File: src/rtl/rd_pkg.sv
package rd_pkg;
   typedef enum logic [1:0] {
      CLS_ALU   = 2'd0,
      CLS_LOAD  = 2'd1,
      CLS_STORE = 2'd2,
      CLS_NOP   = 2'd3
   } op_class_e;
endpackage

File: src/rtl/rd_free_list.sv
module rd_free_list #(
   parameter int NUM_PREG = 9,
   parameter int NUM_AREG = 4,
   parameter int PW       = $clog2(NUM_PREG)
) (
   input  logic                clk,
   input  logic                rst_n,
   input  logic                alloc,
   input  logic                rel,
   input  logic [PW-1:0]       rel_idx,
   input  logic                flush,
   input  logic [NUM_PREG-1:0] flush_used,
   output logic                has_free,
   output logic [PW-1:0]       alloc_idx,
   output logic [NUM_PREG-1:0] free_vec
);
   logic [NUM_PREG-1:0] take_mask, give_mask;

   // lowest index wins: scan downward so the last hit is the smallest
   always_comb begin
      alloc_idx = '0;
      has_free  = 1'b0;
      for (int i = NUM_PREG - 1; i >= 0; i--) begin
         if (free_vec[i]) begin
            alloc_idx = PW'(i);
            has_free  = 1'b1;
         end
      end
   end

   always_comb begin
      take_mask = '0;
      give_mask = '0;
      if (alloc) take_mask[alloc_idx] = 1'b1;
      if (rel)   give_mask[rel_idx]   = 1'b1;
   end

   always_ff @(posedge clk) begin
      if (!rst_n) begin
         for (int i = 0; i < NUM_PREG; i++) free_vec[i] <= (i >= NUM_AREG);
      end else if (flush) begin
         free_vec <= ~flush_used;
      end else begin
         free_vec <= (free_vec & ~take_mask) | give_mask;
      end
   end
endmodule

File: src/rtl/rd_map_tables.sv
module rd_map_tables #(
   parameter int NUM_AREG = 4,
   parameter int NUM_PREG = 9,
   parameter int AW       = (NUM_AREG > 1) ? $clog2(NUM_AREG) : 1,
   parameter int PW       = $clog2(NUM_PREG)
) (
   input  logic                clk,
   input  logic                rst_n,
   input  logic [AW-1:0]       src,
   input  logic [AW-1:0]       dst,
   output logic [PW-1:0]       src_tag,
   output logic [PW-1:0]       old_tag,
   input  logic                spec_we,
   input  logic [PW-1:0]       spec_tag,
   input  logic                ret_we,
   input  logic [AW-1:0]       ret_areg,
   input  logic [PW-1:0]       ret_tag,
   input  logic                flush,
   output logic [NUM_PREG-1:0] used_vec
);
   logic [PW-1:0] spec_map [NUM_AREG];
   logic [PW-1:0] arch_map [NUM_AREG];

   assign src_tag = spec_map[src];
   assign old_tag = spec_map[dst];

   always_comb begin
      used_vec = '0;
      for (int a = 0; a < NUM_AREG; a++) used_vec[arch_map[a]] = 1'b1;
   end

   always_ff @(posedge clk) begin
      if (!rst_n) begin
         for (int a = 0; a < NUM_AREG; a++) begin
            spec_map[a] <= PW'(a);
            arch_map[a] <= PW'(a);
         end
      end else if (flush) begin
         for (int a = 0; a < NUM_AREG; a++) spec_map[a] <= arch_map[a];
      end else begin
         if (spec_we) spec_map[dst]      <= spec_tag;
         if (ret_we)  arch_map[ret_areg] <= ret_tag;
      end
   end
endmodule

File: src/rtl/rd_rob.sv
module rd_rob #(
   parameter int DEPTH = 6,
   parameter int AW    = 2,
   parameter int PW    = 4,
   parameter int IW    = $clog2(DEPTH),
   parameter int CW    = $clog2(DEPTH + 1)
) (
   input  logic          clk,
   input  logic          rst_n,
   input  logic          flush,
   input  logic          push,
   input  logic          push_wr,
   input  logic [AW-1:0] push_areg,
   input  logic [PW-1:0] push_new,
   input  logic [PW-1:0] push_old,
   input  logic          pop,
   output logic          head_wr,
   output logic [AW-1:0] head_areg,
   output logic [PW-1:0] head_new,
   output logic [PW-1:0] head_old,
   output logic [IW-1:0] tail_idx,
   output logic [CW-1:0] count,
   output logic          full,
   output logic          empty
);
   logic          ent_wr   [DEPTH];
   logic [AW-1:0] ent_areg [DEPTH];
   logic [PW-1:0] ent_new  [DEPTH];
   logic [PW-1:0] ent_old  [DEPTH];
   logic [IW-1:0] head_idx;

   function automatic logic [IW-1:0] bump(input logic [IW-1:0] p);
      return (p == IW'(DEPTH - 1)) ? '0 : p + 1'b1;
   endfunction

   assign full      = (count == CW'(DEPTH));
   assign empty     = (count == '0);
   assign head_wr   = ent_wr[head_idx];
   assign head_areg = ent_areg[head_idx];
   assign head_new  = ent_new[head_idx];
   assign head_old  = ent_old[head_idx];

   always_ff @(posedge clk) begin
      if (!rst_n || flush) begin
         head_idx <= '0;
         tail_idx <= '0;
         count    <= '0;
      end else begin
         if (push) tail_idx <= bump(tail_idx);
         if (pop)  head_idx <= bump(head_idx);
         count <= count + CW'(push) - CW'(pop);
      end
   end

   always_ff @(posedge clk) begin
      if (push) begin
         ent_wr[tail_idx]   <= push_wr;
         ent_areg[tail_idx] <= push_areg;
         ent_new[tail_idx]  <= push_new;
         ent_old[tail_idx]  <= push_old;
      end
   end
endmodule

File: src/rtl/rename_dispatch.sv
module rename_dispatch #(
   parameter int NUM_AREG  = 4,
   parameter int NUM_PREG  = 9,
   parameter int ROB_DEPTH = 6,
   parameter int RS_DEPTH  = 3,
   parameter int AW        = (NUM_AREG > 1) ? $clog2(NUM_AREG) : 1,
   parameter int PW        = $clog2(NUM_PREG),
   parameter int IW        = $clog2(ROB_DEPTH)
) (
   input  logic          clk,
   input  logic          rst_n,
   input  logic          disp_valid,
   input  logic [AW-1:0] disp_src,
   input  logic [AW-1:0] disp_dst,
   input  logic [1:0]    disp_class,
   input  logic          rs_done,
   input  logic          retire_valid,
   input  logic          mispredict,
   output logic          disp_stall,
   output logic [PW-1:0] src_ptag,
   output logic [PW-1:0] dst_ptag,
   output logic [PW-1:0] old_ptag,
   output logic [IW-1:0] rob_tag
);
   import rd_pkg::*;

   localparam int CW  = $clog2(ROB_DEPTH + 1);
   localparam int SCW = $clog2(RS_DEPTH + 1);

   if (NUM_PREG <= NUM_AREG) begin : g_bad_preg_low
      $error("NUM_PREG must exceed NUM_AREG");
   end
   if (NUM_PREG > NUM_AREG + ROB_DEPTH) begin : g_bad_preg_high
      $error("NUM_PREG beyond NUM_AREG+ROB_DEPTH cannot be used");
   end
   if (ROB_DEPTH < 2 || RS_DEPTH < 1) begin : g_bad_depth
      $error("ROB_DEPTH must be >= 2 and RS_DEPTH >= 1");
   end

   op_class_e      cls;
   logic           writes, needs_rs, fire, retire_fire;
   logic           has_free, rob_full, rob_empty, rs_full;
   logic [PW-1:0]  alloc_idx, map_src, map_old;
   logic [NUM_PREG-1:0] free_vec, used_vec;
   logic [CW-1:0]  rob_count;
   logic [SCW-1:0] rs_count;
   logic           head_wr;
   logic [AW-1:0]  head_areg;
   logic [PW-1:0]  head_new, head_old;

   assign cls         = op_class_e'(disp_class);
   assign writes      = (cls == CLS_ALU) || (cls == CLS_LOAD);
   assign needs_rs    = (cls != CLS_NOP);
   assign rs_full     = (rs_count == SCW'(RS_DEPTH));
   assign disp_stall  = disp_valid & (mispredict | rob_full | (needs_rs & rs_full)
                                      | (writes & ~has_free));
   assign fire        = disp_valid & ~disp_stall;
   assign retire_fire = retire_valid & ~rob_empty & ~mispredict;

   assign src_ptag = map_src;
   assign dst_ptag = writes ? alloc_idx : '0;
   assign old_ptag = writes ? map_old : '0;

   rd_map_tables #(.NUM_AREG(NUM_AREG), .NUM_PREG(NUM_PREG), .AW(AW), .PW(PW)) u_maps (
      .clk(clk), .rst_n(rst_n),
      .src(disp_src), .dst(disp_dst), .src_tag(map_src), .old_tag(map_old),
      .spec_we(fire & writes), .spec_tag(alloc_idx),
      .ret_we(retire_fire & head_wr), .ret_areg(head_areg), .ret_tag(head_new),
      .flush(mispredict), .used_vec(used_vec)
   );

   rd_free_list #(.NUM_PREG(NUM_PREG), .NUM_AREG(NUM_AREG), .PW(PW)) u_free (
      .clk(clk), .rst_n(rst_n),
      .alloc(fire & writes),
      .rel(retire_fire & head_wr), .rel_idx(head_old),
      .flush(mispredict), .flush_used(used_vec),
      .has_free(has_free), .alloc_idx(alloc_idx), .free_vec(free_vec)
   );

   rd_rob #(.DEPTH(ROB_DEPTH), .AW(AW), .PW(PW), .IW(IW), .CW(CW)) u_rob (
      .clk(clk), .rst_n(rst_n), .flush(mispredict),
      .push(fire), .push_wr(writes), .push_areg(disp_dst),
      .push_new(alloc_idx), .push_old(map_old),
      .pop(retire_fire),
      .head_wr(head_wr), .head_areg(head_areg), .head_new(head_new), .head_old(head_old),
      .tail_idx(rob_tag), .count(rob_count), .full(rob_full), .empty(rob_empty)
   );

   // reservation-station occupancy: a release with nothing held is dropped
   always_ff @(posedge clk) begin
      if (!rst_n || mispredict) begin
         rs_count <= '0;
      end else begin
         rs_count <= rs_count + SCW'(fire & needs_rs) - SCW'(rs_done && rs_count != '0);
      end
   end
endmodule

File: config.mk
export PLATFORM = sky130hd
export DESIGN_NAME = rename_dispatch
export DESIGN_NICKNAME = d
export VERILOG_FILES = /design/src/rtl/rd_pkg.sv /design/src/rtl/rd_free_list.sv /design/src/rtl/rd_map_tables.sv /design/src/rtl/rd_rob.sv /design/src/rtl/rename_dispatch.sv
export SDC_FILE = /design/constraint.sdc
export NUM_CORES = 1
export LEC_CHECK = 0
export ABC_AREA = 1
export CAP_MARGIN = 20
export CORE_UTILIZATION = 58
export DETAILED_ROUTE_END_ITERATION = 10
export DONT_BUFFER_PORTS = 1
export GPL_TIMING_DRIVEN = 0
export PLACE_DENSITY = 0.74
export SLEW_MARGIN = 20
export SYNTH_ARGS = -nofsm -noshare
export SYNTH_HDL_FRONTEND = slang
export SYNTH_SLANG_ARGS = --single-unit
File: constraint.sdc
create_clock -name clk -period 3.8 [get_ports clk]
set_input_delay 0 -clock clk [delete_from_list [all_inputs] [get_ports clk]]
set_output_delay 0 -clock clk [all_outputs]
set_load 0.05 [all_outputs]
==> run metrics, run 1 <==
RSZ-0062 raised after global routing false; post-CTS setup buffers 0; Syn-to-layout area delta 15.8%; Rel. slew slack 0.262; final-report setup violation count 0; Data required, critical path 4.26 ns; gr usage total 0.300; Arrival @ worst endpoint 3.10 ns; FF+latch count, synth 121; DR vias 4588; Die X-Extent 102 um; Cells after Synth 616; Multi-input gate area 2050 um^2; # diodes 0; Netlist cell types 43; FMAX 0.379 GHz; First-pass DRT Iterations 5; first-pass GRT wire length 22100 um; reg2reg end u_rob.count[2]$_SDFF_PP0_; row cnt 36; maximum vdd drop 0.000267 V; Placeable Area 9680 um^2; FF-to-FF Start u_rob.count[1]$_SDFF_PP0_; worst hold endpoint u_maps.spec_map[2][3]$_DFFE_PP_; Initial Utilization 0.595; full die area 10300 um^2; global route total overflow 0; final core utilization 0.689; max-slew violations 0; CTS Root Cell clkbuf_8; Hold Path Stages 4; Final Critical Period 2.64 ns; TritonCTS Buffers 17; maxcap violations 0; Post-Syn Nets 633; run status completed; Hold WC Path Type primary input to flop; Final Power 3.16 mW; worst-skew pair later-pin latency 0.53 ns; Slew @ Worst Pin 1.12 ns; initial antenna violation count 0; I/O pin cnt 28; max incr delay on CP 0.61 ns; setup TNS 0 ns; Worst setup EP type flop; layout cell share with drive strength beyond 1 0.128; DRT antenna net count 0; Final Hold Viols 0; cell mode on critical path inv_1; CP Class flop to flop; Primary FF master, synth edfxtp_1; DP HPWL 10400 um; largest net degree at the start of global routing 17; via/cell ratio 5.76; Reg area 3400 um^2; routability cong. 0.927; fin crit share 0.694; # fillers 752; mean post-synth cell area 9.36 um^2; Post-Syn Area 5760 um^2; Chip Height 102 um; critical path launch point type flop; crit-path max FO 4; Clock Pin Slew Worst Setup and Hold Paths 0.06 ns; Max Root-Sink Buffers 2; PD cells 473 nW/um^2; CTS tree built; ys async rst share 0; Seq/Total Area, Yosys 0.590; CTS Sinks 121; Initial DRC Count 363; worst reg2reg path depth 13; # DRC 0; vias in the first global route 4310; CP Cell Sequence nor2_1, nand2_1, nand3_1, dlygate4sd3_1, inv_1, ha_1, inv_1, ha_1, inv_1, fa_1, inv_1, o21ai_0, a21oi_1; worst reg2reg setup slack 1.16 ns; Slowest-stage cell, CP dlygate4sd3_1; Layout Skew 0.0114 ns; Synth Warn # 0; routed wire length 14400 um; Pleak 2.68 nW; WL per Instance 18.1 um; nets@finish 668; I/O Buffers 0; hold path start disp_dst[1]; htree depth 4; Post-synth EDFFs 98
==> Yosys cell counts, types with 4 or more instances <==
cell,number,area [um^2]
edfxtp_1,98,2940
ha_1,4,50.1
nand3_1,54,270
nor3_1,7,35.0
nand2_1,128,480
buf_2,7,35.0
inv_2,8,30.0
a21oi_1,17,85.1
buf_4,5,37.5
nand4_1,9,56.3
o21ai_1,5,25.0
inv_1,64,240
a22oi_1,7,52.6
a31oi_1,18,113
nor2_1,82,308
o21ai_0,28,140
dfxtp_1,23,460
nand2_2,7,43.8
o22ai_1,16,100
==> worst max-delay path, delay by kind of cell (launching register included) <==
| family | cells | cell delay (ns) |
|---|---|---|
| buffers and inverters | 5 | 0.96 |
| adders and majority gates | 3 | 0.75 |
| and+or+nand+nor | 3 | 0.23 |
| DFF | 1 | 0.42 |
| AOI/OAI and AO/OA | 2 | 0.20 |
==> metal layers <==
| layer | wire, um | track usage | part of all wire | vias up |
|---|---|---|---|---|
| met4 | 197 | 0.120 | 0.014 | 0 |
| met2 | 7030 | 0.495 | 0.49 | 209 |
| met5 | 0 | 0 | 0 | - |
| li1 | - | - | - | 2199 |
| met1 | 6170 | 0.384 | 0.43 | 2162 |
| met3 | 1040 | 0.0690 | 0.072 | 18 |
==> sequential cells by signal, summed over array words and instances, names as in the netlist, named ones only <==
name             flops
u_maps.arch_map     16
u_rob.ent_new       24
u_maps.spec_map     16
u_free.free_vec      9
u_rob.ent_wr         6
u_rob.ent_old       24
u_rob.tail_idx       3
rs_count             2
u_rob.count          3
u_rob.head_idx       3
u_rob.ent_areg      12
==> cells by family after synthesis <==
family,Yosys count,share of synthesized area
AOI/OAI and AO/OA,100,0.102
xor gates and xnor gates,2,0.00304
and+or+nand+nor,300,0.229
adders and majority gates,5,0.0122
buffers and inverters,88,0.0634
DFF,121,0.590
==> worst max-delay path by stage <==
stage	from	endpoint	slack [ns]	cells past startpoint
after floorplan	u_rob.tail_idx[2]$_SDFFE_PP0P_	u_rob.ent_areg[4][0]$_DFFE_PP_	1.42	2
after global placement	u_rob.tail_idx[2]$_SDFFE_PP0P_	u_rob.ent_old[4][0]$_DFFE_PP_	0.69	2
after detailed placement	u_free.free_vec[0]$_SDFF_PN0_	u_free.free_vec[7]$_SDFF_PN1_	1.32	10
after CTS	u_rob.count[1]$_SDFF_PP0_	u_rob.count[2]$_SDFF_PP0_	1.16	13
after global routing	u_rob.count[1]$_SDFF_PP0_	u_rob.count[2]$_SDFF_PP0_	0.93	13
final	u_rob.count[1]$_SDFF_PP0_	u_rob.count[2]$_SDFF_PP0_	1.16	13
==> layout by cell type (no fill, tap or decap), types with 4 or more instances in the layout <==
| cell type | count |
|---|---|
| nand2_1 | 128 |
| edfxtp_1 | 98 |
| nor2_1 | 80 |
| inv_1 | 64 |
| nand3_1 | 54 |
| o21ai_0 | 28 |
| dfxtp_1 | 23 |
| a21oi_1 | 17 |
| clkbuf_16 | 17 |
| o22ai_1 | 16 |
| a31oi_1 | 14 |
| dlygate4sd3_1 | 12 |
| nand4_1 | 9 |
| inv_2 | 8 |
| buf_2 | 8 |
| nand2_2 | 7 |
| a22oi_1 | 7 |
| buf_4 | 6 |
| o21ai_1 | 5 |
| nor2_2 | 4 |
| a31oi_2 | 4 |
| nor3_1 | 4 |
| ha_1 | 4 |
| clkinv_4 | 4 |
==> cell type report <==
type	count	share of cell area
inverters	73	0.0410
well taps	133	0.0249
flip-flops and latches	121	0.510
clock buffers	19	0.0664
plain buffers	15	0.0137
repair buffers	16	0.0232
clock inverters	13	0.0142
multi-input cells	407	0.307
==> repair_timing <==
action,in CTS,in global routing
resized for setup,0,0
hold endpoints to repair,71,0
hold buffers,12,0
==> where the power goes <==
group	internal, mW	total (mW)	leakage, nW	switching (mW)
Combinational	0.0572	0.240	1.30	0.183
Clock	0.842	1.43	0.262	0.587
Sequential	1.47	1.49	1.12	0.0201
Total	2.37	3.16	2.68	0.789
==> stage by stage <==
stage | cell area, um^2 | setup WS, ns | hold slack (ns) | std cells
after floorplan | 5760 | 1.42 | 0.0989 | 616
after global placement | 5930 | 0.692 | 0.0994 | 749
after detailed placement | 5990 | 1.32 | 0.0993 | 753
after CTS | 6650 | 1.16 | 0.00306 | 797
after global routing | 6680 | 0.929 | 0.0714 | 797
final | 6680 | 1.16 | 0.0206 | 797
Power figures use the tool's default switching activity.
==> inputs of run 2 (changes only) <==
Settings changed: CORE_UTILIZATION 58 to 57, PLACE_DENSITY 0.74 to 0.75.
Clock period 3.8 ns to 2.3 ns, I/O delays scaled along.
==> run metrics, run 2 (synthesis gave the netlist of run 1 again) <==
cell mode on critical path inv_1; commonest non-fill, non-tap cell in the layout nand2_1; Initial Utilization 0.590 (-0.00549); first-pass GRT wire length 22200 um (+0.69%); biggest regs u_rob.ent_new x24, u_rob.ent_old x24; family with the most delay on the worst path simple AND/OR/NAND/NOR gates; Slowest-stage cell, CP nand4_1; maximum vdd drop 0.000427 V (+60%); Worst setup EP type output pin; Die X-Extent 103 um (+0.86%); Placeable Area 9770 um^2 (+0.93%); Reg area 3400 um^2 (unchanged); CP Cell Sequence inv_1, nand3_1, inv_1, nand4_1, nor2_4; DR vias 4656 (+1.5%); First-pass DRT Iterations 5 (unchanged); global route total overflow 0 (unchanged); nets@finish 664 (-0.60%); WL per Instance 18.1 um (about the same); Hold Path Stages 4 (unchanged); # fillers 698 (-7.2%); Clock Pin Slew Worst Setup and Hold Paths 0.06 ns (about the same); # DRC 0 (unchanged); Final Non-Filler Cells 793 (-0.50%); DP HPWL 9890 um (-4.6%); # diodes 0 (unchanged); htree depth 4 (unchanged); crit path buf inv count 2 (-3); RSZ-0062 raised after global routing true; Rel. slew slack 0.270 (+0.00771); WP depth 5 (-8); Final Power 5.55 mW (+76%); CTS tree built; crit-path max FO 8 (+4); I/O Buffers 0 (unchanged); Final Critical Period 2.22 ns; largest net degree at the start of global routing 17 (unchanged); routed wire length 14400 um (-0.48%); run status completed; I/O pin cnt 28 (unchanged); commonest cells after routing, fill and taps aside nand2_1, edfxtp_1, nor2_1; Multi-input gate area 2090 um^2 (+1.9%); routability cong. 1.05 (+14%); max-slew violations 0 (unchanged); maxcap violations 0 (unchanged); Slew @ Worst Pin 1.11 ns (-0.0117 ns); placed instance area 6000 um^2 (about the same); Chip Height 103 um (+0.86%); Data required, critical path 2.30 ns (-1.96 ns); worst reg2reg path depth 2 (-11); Arrival @ worst endpoint 2.22 ns (-0.88 ns); DRT antenna net count 0 (unchanged); WHS 0.0261 ns (+0.00549 ns); CTS Sinks 121 (unchanged); FMAX 0.450 GHz; full die area 10500 um^2 (+1.7%); Syn-to-layout area delta 16.9%; TritonCTS Buffers 17 (unchanged); vias in the first global route 4325 (+0.35%); CTS Root Cell clkbuf_8; max incr delay on CP 0.51 ns (-0.10 ns); Layout Skew 0.00882 ns (-0.00256 ns); Initial DRC Count 459 (+26%); final-report setup violation count 0 (unchanged); layout cell share with drive strength beyond 1 0.133 (+0.00532); PD cells 824 nW/um^2 (+74%); initial antenna violation count 0 (unchanged); CP Class flop to output pin; Placed Cells 752 (-0.13%); row cnt 36 (unchanged); gr usage total 0.296 (-0.00379); worst reg2reg setup slack 0.19 ns (-0.97 ns); Pleak 2.69 nW (+0.35%); Max Root-Sink Buffers 2 (unchanged); critical path launch point type flop; fin crit share 0.966; worst-skew pair later-pin latency 0.52 ns (about the same); Final Cell Area 6740 um^2 (+0.94%); Hold WC Path Type primary input to flop; Final Hold Viols 0 (unchanged); via/cell ratio 5.87 (+2.0%)
[run 2: cell count changes in the layout (fill, tap and decap cells not counted), sizes merged, moves of 2 or more]
cell / before / now
clkinv: 9 / 7
bufinv: 0 / 4
inv: 75 / 73
dlygate4sd3: 12 / 9
[run 2: power breakdown]
| part | switching (mW) | internal, mW |
|---|---|---|
| registers | 0.0326 | 2.43 |
| clock network | 0.948 | 1.74 |
| logic | 0.305 | 0.0933 |
| total | 1.29 | 4.26 |
[run 2: per-stage QoR]
stage	setup TNS, ns	setup slack [ns]	utilization
6_report	0	0.0778	0.689
5_1_grt	-0.00739	-0.00739	0.689
4_1_cts	0	0.0200	0.684
3_5_place_dp	-0.398	-0.137	0.613
3_3_place_gp	-23.52	-0.712	0.607
2_1_floorplan	0	0.147	-
[run 2: per-layer routing]
layer  vias up  track usage  share of wire
met5         -            0              0
met4         0        0.115          0.021
met3        35       0.0746          0.089
met2       256        0.486           0.48
met1      2173        0.380           0.41
li1       2192            -              -
[run 2: area by class of cell]
class,count,share of cell area
Clock buffer,18,0.0620
Buffer,15,0.0136
Multi-Input combinational cell,407,0.310
Sequential cell,121,0.505
Tap cell,133,0.0247
Clock inverter,14,0.0266
Inverter,73,0.0407
Timing Repair Buffer,12,0.0178
[run 2: path summary, 6_finish.rpt]
| kind | startpoint | to |
|---|---|---|
| setup reg to reg | u_rob.tail_idx[0]$_SDFFE_PP0P_ | u_rob.ent_wr[1]$_DFFE_PP_ |
| hold reg to reg | rs_count[1]$_SDFF_PP0_ | rs_count[1]$_SDFF_PP0_ |
| setup / recovery | u_free.free_vec[0]$_SDFF_PN0_ | dst_ptag[3] |
| hold / removal | disp_dst[1] | u_maps.spec_map[2][3]$_DFFE_PP_ |
[run 2: worst reg2reg max path: stages (launching register included)]
cell and delay (ns):
dfxtp_1 0.84, nand2_1 0.26, nor2_2 0.63
[run 2: what timing repair did]
action | 4_1_cts | 5_1_grt
hold endpoints to repair | 76 | 0
setup endpoints to repair | 5 | 41
hold buffers | 9 | 0
pin swaps | 0 | 0
buffers inserted | 0 | 0
gates cloned | 0 | 0
resized for setup | 2 | 6
